[src/rtl/vp_runstop_ctrl.sv]
module vp_runstop_ctrl #(
  parameter int unsigned NUM_VP   = 8,
  parameter int unsigned ADDR_W   = 8,
  parameter int unsigned STAT_OFS = 16
) (
  input  logic              clk,
  input  logic              rst_n,
  input  logic              run_wr,
  input  logic [63:0]       run_data,
  input  logic              stop_wr,
  input  logic [63:0]       stop_data,
  input  logic [ADDR_W-1:0] rd_addr,
  output logic [63:0]       rd_data,
  output logic [NUM_VP-1:0] vp_reset,
  output logic [NUM_VP-1:0] vp_halt,
  output logic [NUM_VP-1:0] running
);
  localparam logic [NUM_VP-1:0] BOOT_MASK = NUM_VP'(1);
  localparam logic [ADDR_W-1:0] STAT_ADDR = ADDR_W'(STAT_OFS);

  logic [NUM_VP-1:0] run_req, stop_req, start_set, stop_set;

  assign run_req   = run_wr  ? run_data[NUM_VP-1:0]  : '0;
  assign stop_req  = stop_wr ? stop_data[NUM_VP-1:0] : '0;
  assign start_set = run_req & ~running & ~stop_req;
  assign stop_set  = stop_req & running;

  generate
    if (NUM_VP < 64) begin : g_spare
      logic unused_hi;
      assign unused_hi = ^{run_data[63:NUM_VP], stop_data[63:NUM_VP]};
    end
  endgenerate

  for (genvar i = 0; i < NUM_VP; i++) begin : g_vp
    always_ff @(posedge clk) begin
      if (!rst_n) begin
        running[i]  <= BOOT_MASK[i];
        vp_halt[i]  <= ~BOOT_MASK[i];
        vp_reset[i] <= 1'b0;
      end else begin
        vp_reset[i] <= start_set[i];
        if (stop_set[i]) begin
          running[i] <= 1'b0;
          vp_halt[i] <= 1'b1;
        end else if (start_set[i]) begin
          running[i] <= 1'b1;
          vp_halt[i] <= 1'b0;
        end
      end
    end
  end

  always_comb begin
    rd_data = '0;
    if (rd_addr == STAT_ADDR) rd_data[NUM_VP-1:0] = running;
  end
endmodule

[config.mk]
export PLATFORM = sky130hd
export DESIGN_NAME = vp_runstop_ctrl
export DESIGN_NICKNAME = d
export VERILOG_FILES = /design/src/rtl/vp_runstop_ctrl.sv
export SDC_FILE = /design/constraint.sdc
export NUM_CORES = 1
export LEC_CHECK = 0
export BUFFER_PORTS_ARGS = -buffer_cell sky130_fd_sc_hd__buf_2
export CORE_AREA = 5 5 85 87
export CTS_CLUSTER_SIZE = 28
export DETAILED_ROUTE_END_ITERATION = 6
export DIE_AREA = 0 0 90 92
export GPL_ROUTABILITY_DRIVEN = 0
export GPL_TIMING_DRIVEN = 0
export PLACE_DENSITY = 0.67
export SYNTH_ARGS = -nofsm -noshare
export SYNTH_HDL_FRONTEND = slang
export SYNTH_SLANG_ARGS = --single-unit
[constraint.sdc]
create_clock -name clk -period 1.55 [get_ports clk]
set_input_delay 0.31 -clock clk [delete_from_list [all_inputs] [get_ports clk]]
set_output_delay 0.31 -clock clk [all_outputs]
set_load 0.01 [all_outputs]
==> out/qor.yml <==
synth_top_area_share_pct: 34.0
clkTransAtPathRegs_ns: 0.09
synth_ff_type: "dfxtp_1"
yosysWarnings: 0
hold_viol_final: 0
cts_setup_buffers: 0
core.rowCount: 29
async_flop_share_pct: 0
drv_slew: 0
grt_setup_unrepaired: "true"
grt_max_degree: 15
fin_setup_tns_ns: -0.239
clk_latency_ns: 0.27
diodes: 0
critPathCaptureType: "primary output"
holdBufCountCts: 0
p_leak_nw: 1.19
area_delta_synth_final_pct: 49.1
ir_worst_vdd_v: 0.000301
grt_pass1_wl_um: 6510
hold_class: "input pin to flop"
max_freq_mhz: 630
setup_viol: 8
layout-drive-gt1-share_pct: 48.6
core_area_um2: 6280
wire_per_inst_um: 11.6
route.detailed.drc: 0
vias: 1261
die_w_um: 90
root_buffer: "clkbuf_8"
fin_crit_ns: 1.59
max_cap_viol_count: 0
overflow: 0
io_pins: 228
synth_largest_area_cell: "dfxtp_1"
cts_tree: "built"
ys_top_cells_by_count: "buf_4, dfxtp_1, nand2_1, a21oi_1, and2_2"
placed_area_um2: 2010
initial_utilization_pct: 22.5
fin_crit_sh_pct: 102
critPathMaxFanout: 8
fp.dieH_um: 92
synth_edf_count: 0
dr.pass1.iters: 4
status: "complete, but fails checks"
violations: "setup timing"
syn_area_um2: 1410
grt_pass1_vias: 1239
seq_area_frac_synth_pct: 34.0
die_area_um2: 8280
layout_setup_ws_ns: -0.0372
cts.sinks: 24
antenna_left: 0
cp.required_ns: 1.24
skew_ns: 0.00218
yosysMostFrequentCell: "buf_4"
fill_cells: 667
syn_inst: 164
numCtsBuffers: 3
worst_ep_arrival_time_ns: 1.28
synth.avg_cell_area_um2: 8.61
synth.distinct_cells: 24
finalNetCount: 423
stdcell_count: 359
dp.cells: 355
clock_path_buffers: 2
ys_ff_latch: 24
antenna_found_initial: 1
startpoint_type: "input pin"
stdcell_area_um2: 2100
synth_area_leaders: "dfxtp_1, buf_4, a21oi_1, and2_2, nand2_1"
hpwl_um: 3440
viasPerCell: 3.51
port_buffers: 59
p_per_area_nw_per_um2: 760
routed_wl_um: 4180
grt_use_total_pct: 9.82
drtIter0Drc: 33
criticalPathCategory: "input pin to primary output"
finalPower_mw: 1.60
h-tree-depth: 1
[registers in the layout, summed over array words and instances, names as in the netlist]
| register | count |
|---|---|
| vp_halt | 8 |
| vp_reset | 8 |
| running | 8 |
[worst max-delay path, stage by stage]
cell     delay, ns
buf_6         0.09
nor4_1        0.23
and4b_2       0.37
and2_2        0.16
buf_2         0.12
[final cells by class]
class | instances | area [um^2] | area share, %
Sequential cell | 24 | 480 | 22.8
Clock buffer | 3 | 41.3 | 1.96
Buffer | 59 | 443 | 21.0
Timing Repair Buffer | 59 | 317 | 15.0
Tap cell | 77 | 96.3 | 4.58
Multi-Input combinational cell | 133 | 686 | 32.6
Clock inverter | 1 | 30.0 | 1.43
Inverter | 3 | 11.3 | 0.535
[power by group]
part | internal [mW] | switching (mW)
combinational | 0.184 | 0.185
clock | 0.345 | 0.209
sequential | 0.650 | 0.0260
total | 1.18 | 0.420
[placed cells by master (no fill, tap or decap), types with 2 or more instances in the layout]
cell / count
a31oi_1: 4
and4b_1: 2
a21oi_1: 12
buf_6: 4
clkbuf_8: 3
o21ai_0: 7
buf_2: 55
conb_1: 56
nor4b_1: 4
dfxtp_1: 24
and2_4: 6
nand2_1: 14
inv_1: 3
and2_2: 6
nor2_1: 4
nor3_1: 7
nor3b_1: 4
buf_4: 58
[what timing repair did]
item / 4_1_cts / 5_1_grt
resized for setup: 4 / 3
pin swaps: 1 / 3
endpoints found under the setup margin: 8 / 8
gates cloned: 0 / 0
[worst paths after layout]
kind | startpoint | endpoint | slack, ns | depth (start not counted)
max reg2reg | running[6] | vp_halt[6] | 0.69 | 2
min reg2reg | vp_halt[4] | vp_halt[4] | 0.47 | 2
max | rd_addr[7] | rd_data[6] | -0.04 | 5
min | run_data[6] | vp_reset[6] | 0.28 | 3
[kinds of logic (layout without fill, tap and decap cells)]
logic type      after synthesis  after routing  share of synthesized area [%]
compound gates               24             24                           9.31
buf+inv                      62            125                           32.2
flops                        24             24                           34.0
other cells                   1             56                          0.266
simple gates                 53             53                           24.2
[per-layer routing]
metal	share of wire [%]	GRT usage [%]	vias to the layer above
met2	44	15.1	66
met1	38	10.7	513
met3	17	7.61	7
met5	0.17	0	-
met4	1.1	2.23	2
li1	-	-	673
[metrics by stage]
| step | setup WS [ns] | hold slack (ns) | util, % |
|---|---|---|---|
| after global routing | -0.0895 | 0.278 | 33.5 |
| after floorplan | 0.253 | 0.425 | - |
| after detailed placement | -0.101 | 0.458 | 32.0 |
| after global placement | -0.0744 | 0.454 | 32.0 |
| final | -0.0372 | 0.276 | 33.5 |
| after CTS | -0.0900 | 0.279 | 33.4 |
No activity file was read; power rests on OpenSTA's default activity.
